### src/rtl/scl_gen_pkg.sv
package scl_gen_pkg;
  // Phase of the serial clock generator
  typedef enum logic [1:0] {
    PH_IDLE  = 2'd0,
    PH_HWAIT = 2'd1,
    PH_HCNT  = 2'd2,
    PH_LCNT  = 2'd3
  } phase_e;
endpackage

### src/rtl/scl_line_sync.sv
module scl_line_sync #(
  parameter int STAGES = 2
) (
  input  logic clk,
  input  logic rst_n,
  input  logic line_in,
  output logic line_sync
);
  logic [STAGES-1:0] chain_q;

  generate
    for (genvar g = 0; g < STAGES; g++) begin : g_stage
      if (g == 0) begin : g_first
        always_ff @(posedge clk or negedge rst_n) begin
          if (!rst_n) chain_q[0] <= 1'b1;
          else        chain_q[0] <= line_in;
        end
      end else begin : g_next
        always_ff @(posedge clk or negedge rst_n) begin
          if (!rst_n) chain_q[g] <= 1'b1;
          else        chain_q[g] <= chain_q[g-1];
        end
      end
    end
  endgenerate

  assign line_sync = chain_q[STAGES-1];
endmodule

### src/rtl/scl_tick_div.sv
module scl_tick_div (
  input  logic clk,
  input  logic rst_n,
  input  logic restart,
  input  logic half_rate,
  output logic tick
);
  logic phase_q;

  always_ff @(posedge clk or negedge rst_n) begin
    if (!rst_n)       phase_q <= 1'b0;
    else if (restart) phase_q <= 1'b0;
    else              phase_q <= ~phase_q;
  end

  assign tick = half_rate ? phase_q : 1'b1;
endmodule

### src/rtl/scl_phase_counter.sv
module scl_phase_counter #(
  parameter int CNT_W = 9
) (
  input  logic             clk,
  input  logic             rst_n,
  input  logic             clear,
  input  logic             tick,
  input  logic [CNT_W-1:0] target,
  output logic             expired,
  output logic             at_mid
);
  localparam int EXT_W = CNT_W + 1;

  logic [CNT_W-1:0] cnt_q;
  logic [EXT_W-1:0] cnt_plus;

  assign cnt_plus = {1'b0, cnt_q} + EXT_W'(1);

  always_ff @(posedge clk or negedge rst_n) begin
    if (!rst_n)                      cnt_q <= '0;
    else if (clear)                  cnt_q <= '0;
    else if (tick && cnt_q < target) cnt_q <= cnt_q + CNT_W'(1);
  end

  // Saturated, or the current tick completes the count
  assign expired = (cnt_q >= target) || (tick && (cnt_plus >= {1'b0, target}));
  assign at_mid  = tick && (cnt_q == (target >> 1));
endmodule

### src/rtl/scl_timing_gen.sv
module scl_timing_gen #(
  parameter int CNT_W       = 9,
  parameter int SYNC_STAGES = 2
) (
  input  logic             clk,
  input  logic             rst_n,
  input  logic             enable,
  input  logic [CNT_W-1:0] low_count,
  input  logic [CNT_W-1:0] high_count,
  input  logic             prescale_sel,
  input  logic             scl_in,
  output logic             scl_drive_low,
  output logic             fall_strobe,
  output logic             rise_strobe,
  output logic             sample_strobe
);
  import scl_gen_pkg::*;

  localparam logic [CNT_W-1:0] ONE = CNT_W'(1);

  phase_e           phase_q, phase_d;
  logic             line_hi;
  logic             tick;
  logic             phase_change;
  logic             cnt_clear;
  logic             counting;
  logic             expired;
  logic             at_mid;
  logic [CNT_W-1:0] low_eff, high_eff, target;
  logic             fall_q, rise_q;

  scl_line_sync #(.STAGES(SYNC_STAGES)) u_sync (
    .clk      (clk),
    .rst_n    (rst_n),
    .line_in  (scl_in),
    .line_sync(line_hi)
  );

  assign phase_change = (phase_d != phase_q);
  assign cnt_clear    = phase_change || (phase_q == PH_IDLE);
  assign counting     = (phase_q == PH_HCNT) || (phase_q == PH_LCNT);

  scl_tick_div u_div (
    .clk      (clk),
    .rst_n    (rst_n),
    .restart  (cnt_clear),
    .half_rate(prescale_sel),
    .tick     (tick)
  );

  // A zero count is timed as one tick
  assign low_eff  = (low_count  == '0) ? ONE : low_count;
  assign high_eff = (high_count == '0) ? ONE : high_count;
  assign target   = (phase_q == PH_LCNT) ? low_eff : high_eff;

  scl_phase_counter #(.CNT_W(CNT_W)) u_cnt (
    .clk    (clk),
    .rst_n  (rst_n),
    .clear  (cnt_clear),
    .tick   (tick && counting),
    .target (target),
    .expired(expired),
    .at_mid (at_mid)
  );

  always_comb begin
    phase_d = phase_q;
    if (!enable) begin
      phase_d = PH_IDLE;
    end else begin
      unique case (phase_q)
        PH_IDLE:  phase_d = PH_HWAIT;
        PH_HWAIT: if (line_hi) phase_d = PH_HCNT;
        PH_HCNT:  if (expired) phase_d = PH_LCNT;
        PH_LCNT:  if (expired && !line_hi) phase_d = PH_HWAIT;
        default:  phase_d = PH_IDLE;
      endcase
    end
  end

  always_ff @(posedge clk or negedge rst_n) begin
    if (!rst_n) begin
      phase_q <= PH_IDLE;
      fall_q  <= 1'b0;
      rise_q  <= 1'b0;
    end else begin
      phase_q <= phase_d;
      fall_q  <= (phase_d == PH_LCNT) && (phase_q != PH_LCNT);
      rise_q  <= (phase_d == PH_HCNT) && (phase_q != PH_HCNT);
    end
  end

  assign scl_drive_low = (phase_q == PH_LCNT);
  assign fall_strobe   = fall_q;
  assign rise_strobe   = rise_q;
  assign sample_strobe = (phase_q == PH_HCNT) && at_mid;
endmodule

### config.mk
export PLATFORM = sky130hd
export DESIGN_NAME = scl_timing_gen
export DESIGN_NICKNAME = d
export VERILOG_FILES = /design/src/rtl/scl_gen_pkg.sv /design/src/rtl/scl_line_sync.sv /design/src/rtl/scl_tick_div.sv /design/src/rtl/scl_phase_counter.sv /design/src/rtl/scl_timing_gen.sv
export SDC_FILE = /design/constraint.sdc
export NUM_CORES = 1
export LEC_CHECK = 0
export ABC_AREA = 1
export BUFFER_PORTS_ARGS = -buffer_cell sky130_fd_sc_hd__buf_2
export CAP_MARGIN = 20
export CORE_MARGIN = 2
export CORE_UTILIZATION = 45
export CTS_CLUSTER_SIZE = 30
export DETAILED_ROUTE_END_ITERATION = 10
export PLACE_DENSITY = 0.77
export SYNTH_ARGS = -nofsm -noshare
export SYNTH_HDL_FRONTEND = slang
export SYNTH_SLANG_ARGS = --single-unit
### constraint.sdc
create_clock -name clk -period 3.2 [get_ports clk]
set_input_delay 0.8 -clock clk [delete_from_list [all_inputs] [get_ports clk]]
set_output_delay 0.8 -clock clk [all_outputs]
set_load 0.005 [all_outputs]
; ---- Word level (Yosys, flattened, before mapping)
; Cells that the tools add are included.
[totals]
ff_bits = 16
input_bits = 23
output_inout_bits = 4
elab_cells = 50
[classes]
n_addsub = 2
order_cmp = 3
n_eq_ne = 9
n_mux = 12
bitwise_logic = 1
reduce_logical = 16
[op_table]
columns = cell, n
row1 = $mux W9, 5
row2 = $logic_not A9 Y1, 2
row3 = $add A9 B1 Y10 const B, 1
row4 = $ge A10 B9 Y1, 1
row5 = $add A9 B1 Y9 const B, 1
row6 = $eq A9 B8 Y1, 1
row7 = $ge A9 B9 Y1, 1
row8 = $lt A9 B9 Y1, 1
row9 = $eq A2 B2 Y1 const B, 4
row10 = $logic_and A1 B1 Y1, 8
row11 = $mux W2, 4
row12 = $pmux W2 S4, 1
row13 = $ne A2 B2 Y1 const B, 2
row14 = $logic_or A1 B1 Y1, 3
row15 = $eq A2 B1 Y1 const B, 1
row16 = $logic_not A2 Y1, 1
row17 = $mux W1, 2
row18 = $ne A2 B2 Y1, 1
row19 = $reduce_bool A2 Y1, 1
row20 = $logic_not A1 Y1, 1
row21 = $not A1 Y1, 1

; ---- Longest topological paths before layout
; Gate-level depths: netlist of run 1.
[logic_depth]
word_depth = 13
mapped_depth = 24
ltp_nobuf = 22

; ---- Hierarchy
; Synthesis of run 1 repeated with hierarchy kept, for this count alone.
[unflattened]
cells_unflattened = 249
hier_area_um2 = 1655.3
[by_module_without_submodules]
columns = module, n_inst, cells_per_inst, area_per_inst_um2, seq_area_each_um2
row1 = scl_phase_counter, 1, 169, 1179.9, 225.2
row2 = scl_timing_gen, 1, 74, 386.6, 100.1
row3 = scl_line_sync, 1, 2, 52.6, 52.6
row4 = scl_tick_div, 1, 4, 36.3, 25.0

; ---- Worst setup path after synthesis of run 1
; OpenSTA, ideal clock, no wires.
[synth_timing]
kind = input-to-reg
start = in high_count[1]
end = reg u_cnt.cnt_q[0]
setup_time_ps = 120
arrival_time_ps = 2548
required_time_ps = 3080
slack_ps = 531
stages = 22
path_buffers = 0
cell_sequence = nor4_1 > a31oi_1 > a21oi_1 > ha_1 > nand2_1 > nand2_1 > nand2_1 > nand2_1 > nand2_1 > nand2_1 > nand2_1 > nand2_1 > nand2_1 > nand2_1 > nand2_1 > nand2_1 > nand3_1 > nand2_1 > nand2_2 > nand2_4 > nand2_8 > nor2_2
[synth_between]
elab_chain_len = 13
elab_cells_between_ends = 18
classes_between = 3 x order compare / 1 x eq/ne / 7 x mux / 7 x reduce/logical
[synth_rtl]
columns = item, line
row1 = from (decl), scl_timing_gen.sv:9  ; input logic [CNT_W-1:0] high_count,
row2 = $logic_not A9 Y1, scl_timing_gen.sv:53  ; assign high_eff = (high_count == '0) ? ONE : high_count;
row3 = $mux W9 *, scl_timing_gen.sv:53
row4 = $mux W9 *, scl_timing_gen.sv:54  ; assign target = (phase_q == PH_LCNT) ? low_eff : high_eff;
row5 = $ge A10 B9 Y1, scl_phase_counter.sv:26  ; assign expired = (cnt_q >= target) || (tick && (cnt_plus >= {1'b0, target}));
row6 = $logic_and A1 B1 Y1, scl_phase_counter.sv:26
row7 = $logic_or A1 B1 Y1, scl_phase_counter.sv:26
row8 = $logic_and A1 B1 Y1, scl_timing_gen.sv:75  ; PH_LCNT: if (expired && !line_hi) phase_d = PH_HWAIT;
row9 = $mux W2, scl_timing_gen.sv:75
row10 = $pmux W2 S4, scl_timing_gen.sv:71  ; unique case (phase_q)
row11 = $mux W2, scl_timing_gen.sv:68  ; if (!enable) begin
row12 = $ne A2 B2 Y1, scl_timing_gen.sv:39  ; assign phase_change = (phase_d != phase_q);
row13 = $logic_or A1 B1 Y1, scl_timing_gen.sv:40  ; assign cnt_clear = phase_change || (phase_q == PH_IDLE);
row14 = $mux W9 / $reduce_bool A2 Y1 (equally long branches), -
row15 = to (signal assigned), scl_phase_counter.sv:22  ; else if (tick && cnt_q < target) cnt_q <= cnt_q + CNT_W'(1);
row16 = to (decl), scl_phase_counter.sv:14  ; logic [CNT_W-1:0] cnt_q;
; Every way passes the cells marked *; elsewhere a longest branch is shown, timed or not.
; A chain may end at the register's enable or synchronous reset.

; ---- Worst setup path in the final report of run 1
[layout_timing]
start = reg phase_q[1]
end = out sample_strobe
[layout_between]
elab_chain_len = 5
elab_cells_between_ends = 8
classes_between = 3 x eq/ne / 1 x mux / 4 x reduce/logical
[layout_rtl]
columns = item, line
row1 = from (decl), scl_timing_gen.sv:21  ; phase_e phase_q, phase_d;
row2 = from (signal assigned), scl_timing_gen.sv:87  ; phase_q <= phase_d;
row3 = "$eq A2 B2 Y1, on equally long branches", "scl_timing_gen.sv:41, scl_timing_gen.sv:54, scl_timing_gen.sv:96"
row4 = $mux W9 / $logic_or A1 B1 Y1 (equally long branches), "scl_timing_gen.sv:54, scl_timing_gen.sv:41"
row5 = $eq A9 B8 Y1 / $logic_and A1 B1 Y1 (equally long branches), "scl_phase_counter.sv:27, scl_timing_gen.sv:60"
row6 = $logic_and A1 B1 Y1, scl_phase_counter.sv:27  ; assign at_mid = tick && (cnt_q == (target >> 1));
row7 = $logic_and A1 B1 Y1 *, scl_timing_gen.sv:96  ; assign sample_strobe = (phase_q == PH_HCNT) && at_mid;
row8 = to (decl), scl_timing_gen.sv:15  ; output logic sample_strobe
; Marked as above.

==> impl_metrics.py, run 1 <==
metrics = {
    "power_and_ir_drop": {
        "p_sw_share_pct": 34.2,
        "p_int_uw": 348,
        "power-per-cell-area_nw_per_um2": 284,
        "p_comb_share_pct": 32.7,
        "p_sw_uw": 181,
        "power.share.clock_pct": 25.3,
        "vdd_drop_max_mv": 0.173,
        "p_leak_uw": 0.00102,
        "seqPwrFrac_pct": 42.0,
    },
    "logic_synthesis": {
        "synth_cells": 226,
        "synthArstFlopShare_pct": 100,
        "seq_area_frac_synth_pct": 24.7,
        "synth-main-ff-cell": "dfrtp_1",
        "synth.net_count": 265,
        "ys_ff_latch": 16,
        "ys_warn_count": 0,
        "synth_enable_flop_cells": 0,
        "syn_avg_cell_area_um2": 7.21,
        "ys_types": 38,
        "syn_area_um2": 1630,
    },
    "grt": {
        "first_global_vias": 1421,
        "grt-ovfl-total": 0,
        "grt_antenna_before_repair": 0,
        "grt_max_degree": 17,
        "grt_usage_pct": 18.4,
        "grt_pass1_wl_um": 6060,
    },
    "die": {
        "start_util_pct": 47.7,
        "fp.dieW_um": 64.2,
        "num_io_pins": 27,
        "die_h_um": 64.2,
        "core_area_um2": 3420,
        "dieArea_um2": 4120,
        "rows": 21,
    },
    "timing": {
        "setup_tns_ps": 0,
        "finalHoldViolations": 0,
        "worst_pin_slew_ps": 408,
        "max-slew-margin-rel_pct": 72.1,
        "fin_crit_ps": 3040,
        "fmax_mhz": 329,
        "setup_viol": 0,
        "finClkSkew_ps": 10.3,
        "worst_slack_ps": 157,
        "period_share_pct": 95.1,
        "rsz0062_at_grt": "no",
        "slew_violations": 0,
    },
    "hold_path": {
        "hold-path-cell-count": 0,
        "hold_start": "u_sync.chain_q[0]$_DFF_PN1_",
        "hold_path_class": "flop to flop",
        "holdPathEnd": "u_sync.line_sync$_DFF_PN1_",
    },
    "drt": {
        "drt-total-wl_um": 3480,
        "drc": 0,
        "drt-pass1-iter-count": 4,
        "vias": 1455,
        "first_iter_violations": 43,
        "antenna_left": 0,
        "via_per_inst": 4.82,
        "wl_per_cell_um": 11.5,
    },
    "clocking": {
        "insertion_delay_ps": 290,
        "root_buffer": "clkbuf_4",
        "cts_resized": 0,
        "cts_tree": "built",
        "h-tree-depth": 1,
        "ctsHoldBuffers": 0,
        "clk_pin_slew_ps": 100,
        "post_cts.repair.setup_buffers": 0,
        "cts_buffer_depth": 2,
        "cts-buffers-inserted": 3,
        "cts_sinks": 16,
    },
    "critical_path": {
        "reg2regPathDepth": 13,
        "setup.worst_path.start_class": "flop",
        "r2r_slack_ps": 330,
        "cp.arrival_ps": 2240,
        "end_kind": "primary output",
        "critPathKind": "flop to primary output",
        "crit_required_ps": 2400,
        "r2r-start": "phase_q[1]$_DFF_PN0_",
        "cp_max_fo": 14,
        "timing.rr.end": "u_cnt.cnt_q[2]$_DFFE_PN0P_",
    },
    "placed_design": {
        "pre_cts_slack_ps": 149,
        "io_buffers": 26,
        "detailed_place_hpwl_um": 2940,
        "gp_congestion": 0.894,
    },
    "layout": {
        "final_common_cell": "nand2_1",
        "areaGrowthSynthToFinish_pct": 14.4,
        "seqCellArea_um2": 403,
        "fin_util_pct": 54.6,
        "antenna_cells": 0,
        "n_fill_cell": 353,
        "multi_input_comb_area_um2": 1050,
        "finalNetCount": 296,
        "layout_common_cells": "50 x nand2_1, 38 x inv_1, 26 x buf_2",
        "drive_above_1_share_pct": 26.6,
    },
    "status": {
        "status": "finished clean",
    },
    "job": {
        "maxCapViolCount": 0,
    },
}
[stage by stage]
step / hold WS [ps] / instance area, um2 / power, uW / std cells
after floorplan: 345 / 1630 / 348 / 226
after global placement: 345 / 1810 / 394 / 298
after detailed placement: 347 / 1810 / 395 / 298
after CTS: 362 / 1850 / 531 / 302
after global routing: 373 / 1860 / 568 / 302
final: 361 / 1860 / 530 / 302
[how the worst max path moves through the flow]
stage                         startpoint                    endpoint  slack [ps]  cells past startpoint
finish              phase_q[1]$_DFF_PN0_               sample_strobe         160                      7
global route        phase_q[1]$_DFF_PN0_               sample_strobe          20                      7
CTS                 phase_q[1]$_DFF_PN0_               sample_strobe          60                      7
detailed placement         high_count[1]  u_cnt.cnt_q[1]$_DFFE_PN0P_         150                     23
global placement           high_count[1]  u_cnt.cnt_q[0]$_DFFE_PN0P_         200                     23
floorplan                  high_count[1]  u_cnt.cnt_q[0]$_DFFE_PN0P_         530                     22
[logic make-up after synthesis]
group,after synthesis,share of synthesized area (%)
compound gates,19,6.91
xor+xnor,13,6.99
fa+ha+maj,16,12.3
buf+inv,46,11.6
flops,16,24.7
mux,4,2.46
simple gates,112,35.0
[worst max-delay path, stage by stage (launching register included)]
cell and delay (ps):
dfrtp_1 500, nand2_4 240, mux2i_2 340, xor2_1 110, a2111oi_0 410, nand2_1 130
nor2_1 100, buf_2 110
[state kept, by name (all words and copies together), names as in the netlist]
| name | cells |
|---|---|
| u_cnt.cnt_q | 9 |
| phase_q | 2 |
| u_div.phase_q | 1 |
| fall_strobe | 1 |
| rise_strobe | 1 |
| u_sync.line_sync | 1 |
| u_sync.chain_q | 1 |
[power groups by stage]
stage | logic [uW] | clock network (uW) | registers [uW]
final | 173 | 134 | 222
after global routing | 195 | 150 | 223
after CTS | 172 | 138 | 221
after detailed placement | 170 | 0 | 225
after global placement | 169 | 0 | 225
after floorplan | 124 | 0 | 223
[routing by layer]
layer  GRT usage (%)  up-vias  part of all wire, %
li1                -      780                    -
met1            24.7      638                   48
met2            31.0       33                   46
met3            3.17        4                  5.3
met4            3.99        0                 0.72
met5               0        -                    0
[synthesized netlist by cell type, types with 8 or more instances]
cell	count	area [um2]
nor2_1	10	37.5
dfrtp_1	14	350
nand2_1	50	188
xor2_1	11	96.3
nor2_2	11	68.8
nand2_2	8	50.1
ha_1	16	200
nand3_1	14	70.1
inv_1	38	143
[cell type report]
| type | count | share of cell area, % |
|---|---|---|
| inverter | 43 | 8.66 |
| clock buffer | 4 | 1.95 |
| timing repair buffer | 29 | 8.19 |
| sequential | 16 | 21.6 |
| multi-input combinational | 164 | 56.5 |
| tap | 46 | 3.09 |
(Power assumes the default switching activity.)
==> inputs of run 2 (changes only) <==
Settings changed: ABC_AREA 1 to 0.
==> run 2 against run 1 <==
Against the previous run: clock-buffer cell count stayed put; combinational power is 28% lower; global-route usage grew 1.3 points; critical path type unchanged; final cell count is 19% lower.
==> impl_metrics.py, run 2 <==
metrics = {
    "logic_synthesis": {
        "synth_cells": 168,
        "ys_top_cells_by_area": "dfrtp_1 21%, ha_1 12%, xnor2_1 11%, a21oi_2 4.3%, mux2i_1 4.3%",
        "netlist.area_leader.share_pct": 21.3,
        "synth.net_count": 207,
        "synth_enable_flop_cells": 0,
        "syn_area_um2": 1640,
        "syn_avg_cell_area_um2": 9.77,
        "synth-main-ff-cell": "dfrtp_1",
        "synthArstFlopShare_pct": 100,
        "synth.most_common_cell": "xnor2_1",
        "ys_warn_count": 0,
        "yosysTopAreaCell": "dfrtp_1",
        "synth_common_cells": "20 x xnor2_1, 16 x ha_1, 14 x dfrtp_1",
        "ys_types": 50,
        "ys_ff_latch": 16,
        "seq_area_frac_synth_pct": 24.5,
    },
    "die": {
        "fp.dieW_um": 64.4,
        "die_h_um": 64.4,
        "dieArea_um2": 4150,
        "rows": 21,
        "core_area_um2": 3420,
        "num_io_pins": 27,
        "start_util_pct": 48.1,
    },
    "grt": {
        "grt-ovfl-total": 0,
        "grt_pass1_wl_um": 6420,
        "first_global_vias": 1393,
        "grt_antenna_before_repair": 0,
        "grt_max_degree": 17,
        "grt_usage_pct": 19.7,
    },
    "power_and_ir_drop": {
        "power-per-cell-area_nw_per_um2": 249,
        "power.share.clock_pct": 28.7,
        "p_comb_share_pct": 26.4,
        "p_leak_uw": 0.000874,
        "vdd_drop_max_mv": 0.301,
        "p_sw_uw": 140,
        "p_total_uw": 474,
        "seqPwrFrac_pct": 44.9,
        "p_int_uw": 334,
        "p_sw_share_pct": 29.5,
    },
    "job": {
        "maxCapViolCount": 0,
    },
    "layout": {
        "top_regs": "u_cnt.cnt_q (9), phase_q (2)",
        "largest_register": "u_cnt.cnt_q",
        "finalNonFillerCells": 246,
        "antenna_cells": 0,
        "layout_common_cells": "26 x buf_2, 20 x xnor2_1, 16 x ha_1",
        "final_common_cell": "buf_2",
        "drive_above_1_share_pct": 32.0,
        "largest_reg_flops": 9,
        "fin_util_pct": 55.7,
        "areaGrowthSynthToFinish_pct": 15.9,
        "finalNetCount": 240,
        "n_fill_cell": 303,
    },
    "placed_design": {
        "gp_congestion": 0.824,
        "pre_cts_slack_ps": 26.8,
        "detailed_place_hpwl_um": 3040,
        "dp.cells": 242,
        "io_buffers": 26,
    },
    "critical_path": {
        "crit_required_ps": 2400,
        "critPathKind": "flop to primary output",
        "cp_max_fo": 9,
        "setup.worst_path.start_class": "flop",
        "r2r_slack_ps": 290,
        "cp.arrival_ps": 2210,
        "end_kind": "primary output",
    },
    "clocking": {
        "post_cts.repair.setup_buffers": 0,
        "cts_buffer_depth": 2,
        "ctsHoldBuffers": 0,
        "root_buffer": "clkbuf_4",
        "cts_sinks": 16,
        "clk_pin_slew_ps": 100,
        "cts_resized": 0,
        "insertion_delay_ps": 290,
        "cts_tree": "built",
        "cts-buffers-inserted": 3,
        "h-tree-depth": 1,
    },
    "drt": {
        "wl_per_cell_um": 15.3,
        "met1_length_um": 1780,
        "drt-total-wl_um": 3770,
        "drt-pass1-iter-count": 4,
        "met3_length_um": 219,
        "top_layer": "met4",
        "vias": 1409,
        "via_per_inst": 5.73,
        "first_iter_violations": 28,
        "wl_met2_um": 1720,
        "antenna_left": 0,
        "drc": 0,
    },
    "timing": {
        "worst_slack_ps": 188,
        "finClkSkew_ps": 4.22,
        "setup_viol": 0,
        "finalHoldViolations": 0,
        "fin_crit_ps": 3010,
        "slew_violations": 0,
        "rsz0062_at_grt": "no",
        "setup_tns_ps": 0,
        "worst_pin_slew_ps": 547,
        "max-slew-margin-rel_pct": 63.4,
        "period_share_pct": 94.1,
        "fmax_mhz": 332,
    },
    "status": {
        "status": "finished clean",
    },
    "hold_path": {
        "hold_path_class": "flop to flop",
    },
}
==> run 2: changes by cell type in the layout (fill, tap and decap cells not counted), sizes merged, moves of 4 or more <==
| cell | delta |
|---|---|
| nand2 | -52 |
| inv | -33 |
| nor2 | -20 |
| xnor2 | +18 |
| a21oi | +13 |
| buf | +10 |
| nand3 | -8 |
| xor2 | -7 |
| o21ai | -6 |
| a211oi | +5 |
| nor3 | -4 |
==> run 2: kinds of logic (layout without fill, tap and decap cells) <==
family | Yosys count | in the layout | synth area share [%]
flops | 16 | 16 | 24.5
compound gates | 48 | 48 | 26.8
simple gates | 36 | 36 | 12.3
xor+xnor | 24 | 24 | 12.8
mux | 7 | 7 | 4.27
buf+inv | 20 | 52 | 6.48
fa+ha+maj | 17 | 17 | 12.8
==> run 2: cell type report <==
cell class,count,area (um2),share of cell area (%)
clock buffers,4,36.3,1.91
inverters,9,33.8,1.78
multi-input cells,132,1130,59.5
flip-flops and latches,16,403,21.2
well taps,46,57.6,3.02
repair buffers,39,240,12.6
==> run 2: power groups by stage <==
stage / clock network [uW] / logic, uW / registers (uW)
3_3_place_gp: 0 / 121 / 217
4_1_cts: 141 / 126 / 213
3_5_place_dp: 0 / 126 / 217
5_1_grt: 150 / 139 / 214
2_1_floorplan: 0 / 80.5 / 216
6_report: 136 / 125 / 213
==> run 2: critical path, cell delays in order (launching register included) <==
cell and delay, ps:
dfrtp_1 410, nand2_2 220, mux2i_1 370, buf_4 180, xnor2_1 60, nor4_1 270, nand2_1 100, nor4_1 150
buf_2 160
==> run 2: final timing paths <==
path / from / cells past startpoint / endpoint
max: phase_q[1]$_DFF_PN0_ / 8 / sample_strobe
min: u_sync.chain_q[0]$_DFF_PN1_ / 0 / u_sync.line_sync$_DFF_PN1_
max reg2reg: phase_q[1]$_DFF_PN0_ / 9 / u_cnt.cnt_q[6]$_DFFE_PN0P_
min reg2reg: u_sync.chain_q[0]$_DFF_PN1_ / 0 / u_sync.line_sync$_DFF_PN1_
max in group asynchronous: rst_n / 1 / u_sync.line_sync$_DFF_PN1_
min in group asynchronous: rst_n / 1 / rise_strobe$_DFF_PN0_
==> run 2: routing by layer <==
layer | track usage [%] | up-vias
met1 | 25.9 | 669
met4 | 5.59 | 0
met5 | 0 | -
met3 | 4.05 | 5
li1 | - | 688
met2 | 32.6 | 47
==> run 2: through the flow <==
stage / hold slack (ps) / instance area [um2]
2_1_floorplan: 345 / 1640
3_3_place_gp: 347 / 1870
3_5_place_dp: 347 / 1870
4_1_cts: 361 / 1900
5_1_grt: 368 / 1900
6_report: 360 / 1900
